[src/rtl/vnet_pkg.sv]
package vnet_pkg;
    typedef enum logic [2:0] {
        SEL_NONE, SEL_QSEL, SEL_ISR, SEL_CFGVEC, SEL_QVEC, SEL_MAC
    } reg_sel_e;

    typedef enum logic {ACC_IDLE, ACC_RESP} acc_state_e;

    localparam int unsigned NUM_Q    = 3;
    localparam int unsigned Q_RX     = 0;
    localparam int unsigned Q_TX     = 1;
    localparam int unsigned Q_CTL    = 2;
    localparam logic [15:0] NO_VECTOR = 16'hFFFF;

    localparam int unsigned OFF_QSEL   = 14;
    localparam int unsigned OFF_ISR    = 19;
    localparam int unsigned OFF_CFGVEC = 20;
    localparam int unsigned OFF_QVEC   = 22;
    localparam int unsigned OFF_SHIFT  = 20;
    localparam int unsigned SHIFT_AMT  = 4;
    localparam int unsigned MAC_BASE   = 24;
    localparam int unsigned MAC_LEN    = 6;
    localparam int unsigned WIN_MSIX   = 32;
    localparam int unsigned WIN_PLAIN  = 28;
endpackage

[src/rtl/vnet_decode.sv]
module vnet_decode
    import vnet_pkg::*;
#(
    parameter int unsigned ADDR_W = 8
) (
    input  logic [ADDR_W-1:0] raw_off,
    input  logic [2:0]        size,
    input  logic              msix_on,
    output logic              in_win,
    output reg_sel_e          sel,
    output logic [2:0]        mac_idx
);
    localparam int unsigned AW = ADDR_W + 1;

    logic [AW-1:0] raw_x, eff_x, end_raw, end_eff, win;
    logic          size_ok;

    always_comb begin
        raw_x   = {1'b0, raw_off};
        eff_x   = (!msix_on && raw_x >= AW'(OFF_SHIFT)) ? raw_x + AW'(SHIFT_AMT) : raw_x;
        end_raw = raw_x + AW'(size);
        end_eff = eff_x + AW'(size);
        win     = msix_on ? AW'(WIN_MSIX) : AW'(WIN_PLAIN);
        size_ok = (size == 3'd1) || (size == 3'd2) || (size == 3'd4);
        in_win  = size_ok && (end_raw <= win);
        mac_idx = 3'(eff_x - AW'(MAC_BASE));

        if (eff_x == AW'(OFF_QSEL) && size == 3'd2)
            sel = SEL_QSEL;
        else if (eff_x == AW'(OFF_ISR) && size == 3'd1)
            sel = SEL_ISR;
        else if (msix_on && eff_x == AW'(OFF_CFGVEC) && size == 3'd2)
            sel = SEL_CFGVEC;
        else if (msix_on && eff_x == AW'(OFF_QVEC) && size == 3'd2)
            sel = SEL_QVEC;
        else if (eff_x >= AW'(MAC_BASE) && end_eff <= AW'(MAC_BASE + MAC_LEN))
            sel = SEL_MAC;
        else
            sel = SEL_NONE;
    end
endmodule

[src/rtl/vnet_vec_store.sv]
module vnet_vec_store
    import vnet_pkg::*;
(
    input  logic        clk,
    input  logic        rst_n,
    input  logic        msix_on,
    input  logic        wr_cfg,
    input  logic        wr_q,
    input  logic [1:0]  qsel,
    input  logic [15:0] wdata,
    input  logic [1:0]  irq_req,
    output logic [15:0] vec_ctl,
    output logic [15:0] vec_sel,
    output logic        msg_valid,
    output logic [15:0] msg_vector
);
    logic [15:0] vec_q [NUM_Q];
    logic [1:0]  pend_q, cand, pend_d;
    logic        emit;
    logic [15:0] emit_vec;

    for (genvar gi = 0; gi < NUM_Q; gi++) begin : g_vec
        logic we;
        if (gi == Q_CTL) begin : g_ctl
            assign we = wr_cfg;
        end else begin : g_data
            assign we = wr_q && (qsel == 2'(gi));
        end
        always_ff @(posedge clk) begin
            if (!rst_n)
                vec_q[gi] <= NO_VECTOR;
            else if (we)
                vec_q[gi] <= wdata;
        end
    end

    assign vec_ctl = vec_q[Q_CTL];
    assign vec_sel = (qsel == 2'(Q_RX)) ? vec_q[Q_RX] :
                     (qsel == 2'(Q_TX)) ? vec_q[Q_TX] : 16'h0000;

    // Lowest pending queue goes first; the rest waits a cycle.
    always_comb begin
        cand     = msix_on ? (pend_q | irq_req) : 2'b00;
        emit     = 1'b0;
        emit_vec = NO_VECTOR;
        pend_d   = cand;
        if (cand[Q_RX]) begin
            emit_vec     = vec_q[Q_RX];
            emit         = 1'b1;
            pend_d[Q_RX] = 1'b0;
        end else if (cand[Q_TX]) begin
            emit_vec     = vec_q[Q_TX];
            emit         = 1'b1;
            pend_d[Q_TX] = 1'b0;
        end
    end

    always_ff @(posedge clk) begin
        if (!rst_n) begin
            pend_q     <= 2'b00;
            msg_valid  <= 1'b0;
            msg_vector <= NO_VECTOR;
        end else begin
            pend_q     <= pend_d;
            msg_valid  <= emit && (emit_vec != NO_VECTOR);
            msg_vector <= emit_vec;
        end
    end
endmodule

[src/rtl/vnet_isr.sv]
module vnet_isr (
    input  logic       clk,
    input  logic       rst_n,
    input  logic       set_ev,
    input  logic       clr_rd,
    output logic [7:0] isr_q
);
    logic [7:0] isr_d;

    always_comb begin
        isr_d = clr_rd ? 8'h00 : isr_q;
        if (set_ev)
            isr_d[0] = 1'b1;
    end

    always_ff @(posedge clk) begin
        if (!rst_n)
            isr_q <= 8'h00;
        else
            isr_q <= isr_d;
    end
endmodule

[src/rtl/vnet_regwin.sv]
module vnet_regwin
    import vnet_pkg::*;
#(
    parameter int unsigned ADDR_W   = 8,
    parameter logic [47:0] MAC_ADDR = 48'h665544332211
) (
    input  logic              clk,
    input  logic              rst_n,
    input  logic              msix_on,
    input  logic              acc_valid,
    output logic              acc_ready,
    input  logic              acc_write,
    input  logic [ADDR_W-1:0] acc_off,
    input  logic [2:0]        acc_size,
    input  logic [15:0]       acc_wdata,
    output logic              rd_valid,
    output logic [31:0]       rd_data,
    input  logic [1:0]        irq_req,
    output logic              msg_valid,
    output logic [15:0]       msg_vector
);
    acc_state_e  state_q, state_d;
    logic        fire, wr_hit, rd_hit;
    logic        in_win;
    reg_sel_e    sel;
    logic [2:0]  mac_idx;
    logic [1:0]  qsel_q;
    logic [7:0]  isr_q;
    logic [15:0] vec_ctl, vec_sel;
    logic [31:0] rdata;

    function automatic logic [7:0] mac_octet(input logic [2:0] i);
        unique case (i)
            3'd0:    mac_octet = MAC_ADDR[7:0];
            3'd1:    mac_octet = MAC_ADDR[15:8];
            3'd2:    mac_octet = MAC_ADDR[23:16];
            3'd3:    mac_octet = MAC_ADDR[31:24];
            3'd4:    mac_octet = MAC_ADDR[39:32];
            3'd5:    mac_octet = MAC_ADDR[47:40];
            default: mac_octet = 8'h00;
        endcase
    endfunction

    vnet_decode #(.ADDR_W(ADDR_W)) u_dec (
        .raw_off (acc_off),
        .size    (acc_size),
        .msix_on (msix_on),
        .in_win  (in_win),
        .sel     (sel),
        .mac_idx (mac_idx)
    );

    assign acc_ready = (state_q == ACC_IDLE);
    assign fire      = acc_valid && acc_ready;
    assign wr_hit    = fire && acc_write && in_win;
    assign rd_hit    = fire && !acc_write && in_win;

    vnet_vec_store u_vec (
        .clk        (clk),
        .rst_n      (rst_n),
        .msix_on    (msix_on),
        .wr_cfg     (wr_hit && sel == SEL_CFGVEC),
        .wr_q       (wr_hit && sel == SEL_QVEC),
        .qsel       (qsel_q),
        .wdata      (acc_wdata),
        .irq_req    (irq_req),
        .vec_ctl    (vec_ctl),
        .vec_sel    (vec_sel),
        .msg_valid  (msg_valid),
        .msg_vector (msg_vector)
    );

    vnet_isr u_isr (
        .clk    (clk),
        .rst_n  (rst_n),
        .set_ev (!msix_on && (irq_req != 2'b00)),
        .clr_rd (rd_hit && sel == SEL_ISR),
        .isr_q  (isr_q)
    );

    // Sequencer state register
    always_ff @(posedge clk) begin
        if (!rst_n)
            state_q <= ACC_IDLE;
        else
            state_q <= state_d;
    end

    always_comb begin
        unique case (state_q)
            ACC_IDLE: state_d = fire ? ACC_RESP : ACC_IDLE;
            ACC_RESP: state_d = ACC_IDLE;
        endcase
    end

    // Read data selection
    always_comb begin
        rdata = 32'h0;
        if (in_win) begin
            unique case (sel)
                SEL_QSEL:   rdata = {30'h0, qsel_q};
                SEL_ISR:    rdata = {24'h0, isr_q};
                SEL_CFGVEC: rdata = {16'h0, vec_ctl};
                SEL_QVEC:   rdata = {16'h0, vec_sel};
                SEL_MAC: begin
                    for (int k = 0; k < 4; k++)
                        if (3'(k) < acc_size)
                            rdata[8*k +: 8] = mac_octet(mac_idx + 3'(k));
                end
                default:    rdata = 32'h0;
            endcase
        end
    end

    // Outputs and queue select
    always_ff @(posedge clk) begin
        if (!rst_n) begin
            rd_valid <= 1'b0;
            rd_data  <= 32'h0;
            qsel_q   <= 2'd0;
        end else begin
            rd_valid <= fire && !acc_write;
            if (fire && !acc_write)
                rd_data <= rdata;
            if (wr_hit && sel == SEL_QSEL && acc_wdata < 16'd3)
                qsel_q <= acc_wdata[1:0];
        end
    end
endmodule

[config.mk]
export PLATFORM = sky130hd
export DESIGN_NAME = vnet_regwin
export DESIGN_NICKNAME = d
export VERILOG_FILES = /design/src/rtl/vnet_pkg.sv /design/src/rtl/vnet_decode.sv /design/src/rtl/vnet_vec_store.sv /design/src/rtl/vnet_isr.sv /design/src/rtl/vnet_regwin.sv
export SDC_FILE = /design/constraint.sdc
export NUM_CORES = 1
export LEC_CHECK = 0
export BUFFER_PORTS_ARGS = -buffer_cell sky130_fd_sc_hd__buf_2
export CAP_MARGIN = 5
export CORE_MARGIN = 3
export CORE_UTILIZATION = 35
export CTS_BUF_LIST = sky130_fd_sc_hd__clkbuf_4
export CTS_CLUSTER_SIZE = 10
export DETAILED_ROUTE_END_ITERATION = 6
export MAX_ROUTING_LAYER = met4
export SYNTH_ARGS = -nofsm -noshare
export SYNTH_HDL_FRONTEND = slang
export SYNTH_HIERARCHICAL = 1
export SYNTH_SLANG_ARGS = --single-unit
[constraint.sdc]
create_clock -name clk -period 8.6 [get_ports clk]
set_input_delay 1.29 -clock clk [delete_from_list [all_inputs] [get_ports clk]]
set_output_delay 1.29 -clock clk [all_outputs]
set_load 0.01 [all_outputs]
==> flow_summary.ini, run 1 <==
[cells_and_area]
finalNonFillerCells = 766
layout-drive-gt1-share_pct = 29.95
flow.area_growth_from_synthesis_pct = 9.188
final_cell_area_um2 = 5754
nets = 626

[placed_design]
worst_case_setup_slack_after_placement_ns = 1.733
dpl-instance-area_um2 = 5610
post-place-cells = 749
place_hpwl_mm = 10.47
gp_congestion = 0.8938
place.port_buffers = 80

[detailed_routing]
drt_iter0_drc = 432
dr_total_vias = 4145
routedWlPerCell_um = 17.93
remaining_drc_errors = 0
finalWirelength_mm = 13.74
drt-vias-per-instance = 5.411
number_of_optimization_iterations_in_the_first_detailed_route_pass = 5
drt.antenna.violating_nets = 0

[logic_synthesis]
synth.most_common_cell = sky130_fd_sc_hd__edfxtp_1
fraction_of_post_synthesis_cell_area_in_the_top_cell_type_by_area_pct = 27.35
synth.avg_cell_area_um2 = 10.23
yosysSeqAreaShare_pct = 44.44
number_of_synthesized_flops_with_an_enable_pin = 48
synth-async-reset-ratio_pct = 0
synth_area_leaders = sky130_fd_sc_hd__edfxtp_1 27%, sky130_fd_sc_hd__dfxtp_1 17%, sky130_fd_sc_hd__or2_2 5.5%, sky130_fd_sc_hd__ha_1 3.6%, sky130_fd_sc_hd__mux2i_1 3.4%
number_of_flip_flops_and_latches_in_the_synthesized_netlist = 93
most_used_standard_cells_in_the_synthesized_netlist = 48 x sky130_fd_sc_hd__edfxtp_1, 46 x sky130_fd_sc_hd__or2_2, 45 x sky130_fd_sc_hd__dfxtp_1, 40 x sky130_fd_sc_hd__nand2_1, 36 x sky130_fd_sc_hd__nor2_1
netlist.top_cell.by_area = sky130_fd_sc_hd__edfxtp_1
yosys_warnings = 6
yosys.cell_types.count = 75
synthFlopType = sky130_fd_sc_hd__edfxtp_1
synthCells = 515
mappedNetlistArea_um2 = 5270

[global_routing]
globalRouteOverflowTotal = 0
grt.total_usage_pct = 16.80
first_global_vias = 3909
grt_antenna_before_repair = 1
grt_pass1_wl_mm = 21.09
grt_max_degree = 22

[clock_tree]
numCtsBuffers = 9
ctsHoldBuffers = 0
worst_setup_hold_path_clk_slew_ns = 0.14
cts_tree = yes
cts.sink_count = 93
clock_path_buffers = 2
post_cts_resized = 0
cts.htree.levels = 3
cts_setup_buffers = 0
worst_skew_pair.late_latency_ns = 0.45
root_buffer = sky130_fd_sc_hd__clkbuf_4

[timing]
finalCritPeriodShare_pct = 74.85
grt_setup_unrepaired = no
report.final.hold_viol_count = 0
setup_viol_count_final = 0
timing.final.ws_setup_ns = 2.163
tightest_slew_ns = 0.9297
fin_crit_ns = 6.437
finalSetupTns_ns = 0
drv_slew = 0
clock-skew-final_ns = 0.01833
fmax_ghz = 0.1553
timing.max_slew.rel_slack_pct = 37.57

[critical_path]
startpoint_type = input port
criticalPathCategory = input port to flop
worstPathRequired_ns = 8.76
critical_path_endpoint_category = flop
cp_max_fo = 17
crit_arrival_ns = 6.60

[floorplanning]
die_height_um = 128.7
ioPinCount = 85
coreArea_um2 = 14640
dieWidth_um = 128.7
dieArea_um2 = 16570
rows = 44
initial_core_utilization_pct = 35.99

[flow_run]
drv_cap = 0

[power_and_ir_drop]
vdd_drop_max_v = 0.00005687
overall_power_of_the_completed_layout_uw = 812.2
powerDensity_nw_per_um2 = 141.1
static_leak_nw = 1.995

[outcome]
outcome = completed

[worst_hold_path]
timing.hold.worst.class = flop to flop
## layout make-up
| type | count | area [um^2] |
|---|---|---|
| fill | 1487 | 8890 |
| sequential | 93 | 2342 |
| tap | 184 | 230.2 |
| inverter | 12 | 45.04 |
| timing repair buffer | 86 | 445.4 |
| antenna | 1 | 2.502 |
| clock inverter | 5 | 58.81 |
| clock buffer | 11 | 82.58 |
| multi-input combinational | 374 | 2547 |
## placed cells by master, fill, tap and decap left out, types with 4 or more instances in the layout
cell type,n
sky130_fd_sc_hd__buf_2,80
sky130_fd_sc_hd__edfxtp_1,48
sky130_fd_sc_hd__or2_2,46
sky130_fd_sc_hd__dfxtp_1,45
sky130_fd_sc_hd__nand2_1,40
sky130_fd_sc_hd__nor2_1,36
sky130_fd_sc_hd__nand2b_1,19
sky130_fd_sc_hd__mux2i_1,18
sky130_fd_sc_hd__o22ai_1,18
sky130_fd_sc_hd__ha_1,15
sky130_fd_sc_hd__inv_1,11
sky130_fd_sc_hd__a21oi_1,11
sky130_fd_sc_hd__conb_1,11
sky130_fd_sc_hd__clkbuf_4,11
sky130_fd_sc_hd__o21ai_1,10
sky130_fd_sc_hd__a22oi_1,10
sky130_fd_sc_hd__mux2_2,8
sky130_fd_sc_hd__nand3_1,8
sky130_fd_sc_hd__nor4_1,8
sky130_fd_sc_hd__nor2b_1,7
sky130_fd_sc_hd__a221oi_1,7
sky130_fd_sc_hd__o21ai_0,7
sky130_fd_sc_hd__nand4b_1,6
sky130_fd_sc_hd__and3_1,6
sky130_fd_sc_hd__buf_4,6
sky130_fd_sc_hd__a2bb2oi_1,5
sky130_fd_sc_hd__xnor2_1,5
sky130_fd_sc_hd__or3_1,4
sky130_fd_sc_hd__o211ai_1,4
sky130_fd_sc_hd__o31ai_1,4
## path summary, 6_finish.rpt
kind | slack [ns] | startpoint | end | cells after the start
setup / recovery | 2.16 | acc_off[3] | u_vec/vec_q[0][13]$_SDFFCE_PN1P_ | 19
hold / removal | 0.46 | rd_data[12]$_SDFFE_PN0P_ | rd_data[12]$_SDFFE_PN0P_ | 2
setup reg to reg | 6.46 | state_q$_SDFF_PP0_ | u_vec/vec_q[0][13]$_SDFFCE_PN1P_ | 5
hold reg to reg | 0.46 | rd_data[12]$_SDFFE_PN0P_ | rd_data[12]$_SDFFE_PN0P_ | 2
## where the power goes
group	switching, mW	internal, mW	leakage (nW)	total, mW
clock network	0.148	0.0974	0.0822	0.245
registers	0.00144	0.467	0.704	0.469
logic	0.0629	0.0358	1.21	0.0986
total	0.212	0.600	2.00	0.812
## flip-flops by register name (all words and copies together), names as in the netlist
signal	flops
u_vec/pend_q	1
u_vec/vec_q	48
qsel_q	2
rd_data	22
rd_valid	1
state_q	1
u_isr/isr_q	1
u_vec/msg_valid	1
u_vec/msg_vector	16
## critical path, stage by stage
cell	delay [ns]
sky130_fd_sc_hd__buf_2	0.16
sky130_fd_sc_hd__inv_1	0.09
sky130_fd_sc_hd__ha_1	0.13
sky130_fd_sc_hd__or3b_4	0.39
sky130_fd_sc_hd__a311oi_2	0.36
sky130_fd_sc_hd__xnor2_1	0.46
sky130_fd_sc_hd__ha_1	0.40
sky130_fd_sc_hd__a21oi_1	0.16
sky130_fd_sc_hd__nand2_1	0.09
sky130_fd_sc_hd__or4_1	0.50
sky130_fd_sc_hd__and3_1	0.19
sky130_fd_sc_hd__o211ai_1	0.10
sky130_fd_sc_hd__o211ai_1	0.13
sky130_fd_sc_hd__buf_4	0.22
sky130_fd_sc_hd__nor3b_4	0.60
sky130_fd_sc_hd__nor2b_1	0.28
sky130_fd_sc_hd__nand2b_1	0.13
sky130_fd_sc_hd__nor3b_2	0.78
sky130_fd_sc_hd__nand2b_1	0.12
## logic make-up after synthesis
kind of cell | after synthesis | synth area share (%)
compound gates | 98 | 13.37
xor+xnor | 8 | 1.330
fa+ha+maj | 16 | 3.941
buf+inv | 57 | 7.858
flops | 93 | 44.44
mux | 26 | 5.128
other cells | 2 | 0.1425
simple gates | 215 | 23.79
## through the flow
step                      utilization, %  hold WS [ns]
after floorplan                        -        0.4596
after global placement             38.31        0.4456
after detailed placement           38.31        0.4422
after CTS                          39.28        0.4607
after global routing               39.29        0.4726
final                              39.29        0.4568
## layer usage
layer / vias to the layer above / track usage, % / routed length (um) / part of all wire [%]
met1: 1982 / 23.79 / 6468 / 47
met2: 171 / 24.36 / 6086 / 44
met4: 0 / 5.312 / 277 / 2.0
met3: 29 / 3.072 / 905 / 6.6
met5: - / - / 0 / 0
li1: 1963 / - / - / -
(Power assumes the default switching activity.)
==> run 2, diff against run 1 <==
- ABC_AREA: not set -> 1
- clock period: 8.6 -> 6.3 ns (I/O delays scaled with it)
==> run 2 against run 1 <==
  * Non-clock buffer count decreased by 3
  * Synthesized cell count increased by 44%
  * Clock-buffer cell count decreased by 2
  * Sequential cell count unchanged
  * Critical path type unchanged
  * Largest cell class unchanged
  * Largest power group unchanged
==> flow_summary.ini, run 2 <==
[floorplanning]
dieWidth_um = 131.7
rows = 45
coreArea_um2 = 15310
initial_core_utilization_pct = 36.10
die_height_um = 131.7
ioPinCount = 85
dieArea_um2 = 17340

[logic_synthesis]
synth.most_common_cell = sky130_fd_sc_hd__nand2_1
most_used_standard_cells_in_the_synthesized_netlist = 250 x sky130_fd_sc_hd__nand2_1, 99 x sky130_fd_sc_hd__inv_1, 61 x sky130_fd_sc_hd__nor2_1, 48 x sky130_fd_sc_hd__edfxtp_1, 48 x sky130_fd_sc_hd__nand3_1
netlist.top_cell.by_area = sky130_fd_sc_hd__edfxtp_1
mappedNetlistArea_um2 = 5529
synthCells = 744
synth.avg_cell_area_um2 = 7.432
yosys_warnings = 6
synth-async-reset-ratio_pct = 0
yosys.cell_types.count = 42
synth_area_leaders = sky130_fd_sc_hd__edfxtp_1 26%, sky130_fd_sc_hd__nand2_1 17%, sky130_fd_sc_hd__dfxtp_1 16%, sky130_fd_sc_hd__inv_1 6.7%, sky130_fd_sc_hd__nand3_1 4.3%
yosysSeqAreaShare_pct = 42.36
number_of_synthesized_flops_with_an_enable_pin = 48
number_of_flip_flops_and_latches_in_the_synthesized_netlist = 93
fraction_of_post_synthesis_cell_area_in_the_top_cell_type_by_area_pct = 26.07
synthFlopType = sky130_fd_sc_hd__edfxtp_1

[timing]
fmax_ghz = 0.2042
grt_setup_unrepaired = no
tightest_slew_ns = 0.8836
timing.max_slew.rel_slack_pct = 41.03
clock-skew-final_ns = 0.01746
fin_crit_ns = 4.897
drv_slew = 0
finalCritPeriodShare_pct = 77.73
finalSetupTns_ns = 0
report.final.hold_viol_count = 0
setup_viol_count_final = 0

[cells_and_area]
regMostFlops = u_vec/vec_q
num_antenna_cells = 0
nets = 860
largest_register_ffs = 48
fill_cell_instance_count_of_the_final_layout = 1634
layout_common_cells = 250 x sky130_fd_sc_hd__nand2_1, 99 x sky130_fd_sc_hd__inv_1, 80 x sky130_fd_sc_hd__buf_2
most_common_cell_after_layout_fill_and_taps_aside = sky130_fd_sc_hd__nand2_1
leading_registers_by_flop_count = u_vec/vec_q (48), rd_data (22), u_vec/msg_vector (16)
final_cell_area_um2 = 6150
flow.area_growth_from_synthesis_pct = 11.22
layout-drive-gt1-share_pct = 17.18

[critical_path]
cp_max_fo = 16
cp_common_cell = sky130_fd_sc_hd__nand2_1
regToRegSetupSlack_ns = 4.30
critPathBufInv = 5
worstPathRequired_ns = 6.49
cp_slowest_cell = sky130_fd_sc_hd__nor3_4
critical_path_endpoint_category = flop
startpoint_type = input port
critical_path.reg2reg.startpoint = qsel_q[0]$_SDFFE_PN0P_
r2r_cells = 8
worstReg2RegEnd = rd_data[6]$_SDFFE_PN0P_
criticalPathCategory = input port to flop
worst-path-stages = 27
crit_arrival_ns = 5.09
worst_path_largest_cell_delay_ns = 0.56
cell_family_with_the_largest_share_of_critical_path_delay = simple AND/OR/NAND/NOR gates

[clock_tree]
worst_setup_hold_path_clk_slew_ns = 0.14
worst_skew_pair.late_latency_ns = 0.45
clock_path_buffers = 2
cts_setup_buffers = 0
cts.htree.levels = 3
post_cts_resized = 0
ctsHoldBuffers = 0
numCtsBuffers = 9
cts_tree = yes
root_buffer = sky130_fd_sc_hd__clkbuf_4
cts.sink_count = 93

[power_and_ir_drop]
vdd_drop_max_v = 0.0001270
static_leak_nw = 2.815
powerDensity_nw_per_um2 = 186.5

[detailed_routing]
drt_iter0_drc = 437
finalWirelength_mm = 13.51
remaining_drc_errors = 0
routedWlPerCell_um = 13.17
drt-vias-per-instance = 4.583
number_of_optimization_iterations_in_the_first_detailed_route_pass = 5
drt.antenna.violating_nets = 0
dr_total_vias = 4702

[worst_hold_path]
timing.hold.worst.class = flop to flop
worst_hold_path.endpoint = rd_data[14]$_SDFFE_PN0P_
worstHoldStart = rd_data[14]$_SDFFE_PN0P_
timing.hold.worst_path_depth = 2

[flow_run]
drv_cap = 0

[global_routing]
grt_pass1_wl_mm = 22.02
globalRouteOverflowTotal = 0
grt_max_degree = 25
first_global_vias = 4280
grt.total_usage_pct = 16.00
grt_antenna_before_repair = 0

[placed_design]
place.port_buffers = 80
place_hpwl_mm = 10.62
gp_congestion = 0.8984
dpl-instance-area_um2 = 5984

[outcome]
outcome = completed
[run 2: cell count changes after synthesis, moves of 12 or more]
cell / before / now
sky130_fd_sc_hd__mux2i_1: 18 / 0
sky130_fd_sc_hd__nand2b_1: 19 / 0
sky130_fd_sc_hd__nand2_1: 40 / 250
sky130_fd_sc_hd__nor2_1: 36 / 61
sky130_fd_sc_hd__or2_2: 46 / 2
sky130_fd_sc_hd__nand3_1: 8 / 48
sky130_fd_sc_hd__inv_1: 11 / 99
sky130_fd_sc_hd__nand4_1: 3 / 15
[run 2: how the worst max path moves through the flow]
stage                          start                               end  slack (ns)
after floorplan           acc_off[3]   u_vec/vec_q[1][0]$_SDFFCE_PN1P_        1.16
after detailed placement  acc_off[3]   u_vec/vec_q[0][1]$_SDFFCE_PN1P_        0.96
after global placement    acc_off[3]  u_vec/vec_q[0][11]$_SDFFCE_PN1P_        1.12
final                     acc_off[3]   u_vec/vec_q[0][8]$_SDFFCE_PN1P_        1.40
after global routing      acc_off[3]   u_vec/vec_q[0][3]$_SDFFCE_PN1P_        0.94
after CTS                 acc_off[3]   u_vec/vec_q[0][8]$_SDFFCE_PN1P_        1.46
[run 2: layout make-up]
type                       count  area, um^2  share of cell area [%]
clock buffer                   9       67.56                   1.099
clock inverter                 7       97.59                   1.587
inverter                     106       402.9                   6.551
multi-input combinational    517        2552                   41.51
sequential                    93        2342                   38.09
tap                          211       264.0                   4.293
timing repair buffer          83       422.9                   6.877
[run 2: logic make-up (layout without fill, tap and decap cells)]
logic type | count (synthesis) | count (layout) | synth area share (%)
simple gates | 414 | 414 | 32.65
buf+inv | 143 | 205 | 12.08
flops | 93 | 93 | 42.36
compound gates | 68 | 68 | 7.739
fa+ha+maj | 16 | 16 | 3.757
xor+xnor | 8 | 8 | 1.267
other cells | 2 | 11 | 0.1358
[run 2: routing by layer]
| layer | vias up | routed length, um | track usage (%) |
|---|---|---|---|
| met3 | 12 | 610 | 2.680 |
| li1 | 2472 | - | - |
| met1 | 2085 | 7082 | 23.73 |
| met2 | 133 | 5648 | 22.58 |
| met4 | 0 | 170 | 4.142 |
| met5 | - | 0 | - |
[run 2: metrics by stage]
| step | utilization (%) | std cells | worst slack, ns | hold slack (ns) | total power, mW |
|---|---|---|---|---|---|
| 2_1_floorplan | - | 753 | 1.159 | 0.4430 | 0.7548 |
| 3_3_place_gp | 39.08 | 1010 | 1.123 | 0.4495 | 0.7922 |
| 3_5_place_dp | 39.08 | 1010 | 0.9599 | 0.4538 | 0.7921 |
| 4_1_cts | 40.16 | 1026 | 1.463 | 0.4740 | 1.160 |
| 5_1_grt | 40.16 | 1026 | 0.9382 | 0.4876 | 1.204 |
| 6_report | 40.16 | 1026 | 1.403 | 0.4723 | 1.147 |
[run 2: worst register-to-register path, stage by stage, from the launching register on]
cell and delay, ns:
sky130_fd_sc_hd__dfxtp_1 0.55, sky130_fd_sc_hd__or2_1 0.60, sky130_fd_sc_hd__o22ai_1 0.22, sky130_fd_sc_hd__nand3_1 0.14, sky130_fd_sc_hd__nand2_1 0.07, sky130_fd_sc_hd__inv_1 0.06, sky130_fd_sc_hd__nand3_1 0.07, sky130_fd_sc_hd__nand2_1 0.07
sky130_fd_sc_hd__a21oi_1 0.07
[run 2: power breakdown]
part           switching [mW]  total (mW)  internal (mW)
clock network           0.205       0.368          0.163
logic                  0.0986       0.142         0.0432
registers             0.00108       0.637          0.636
total                   0.304        1.15          0.842
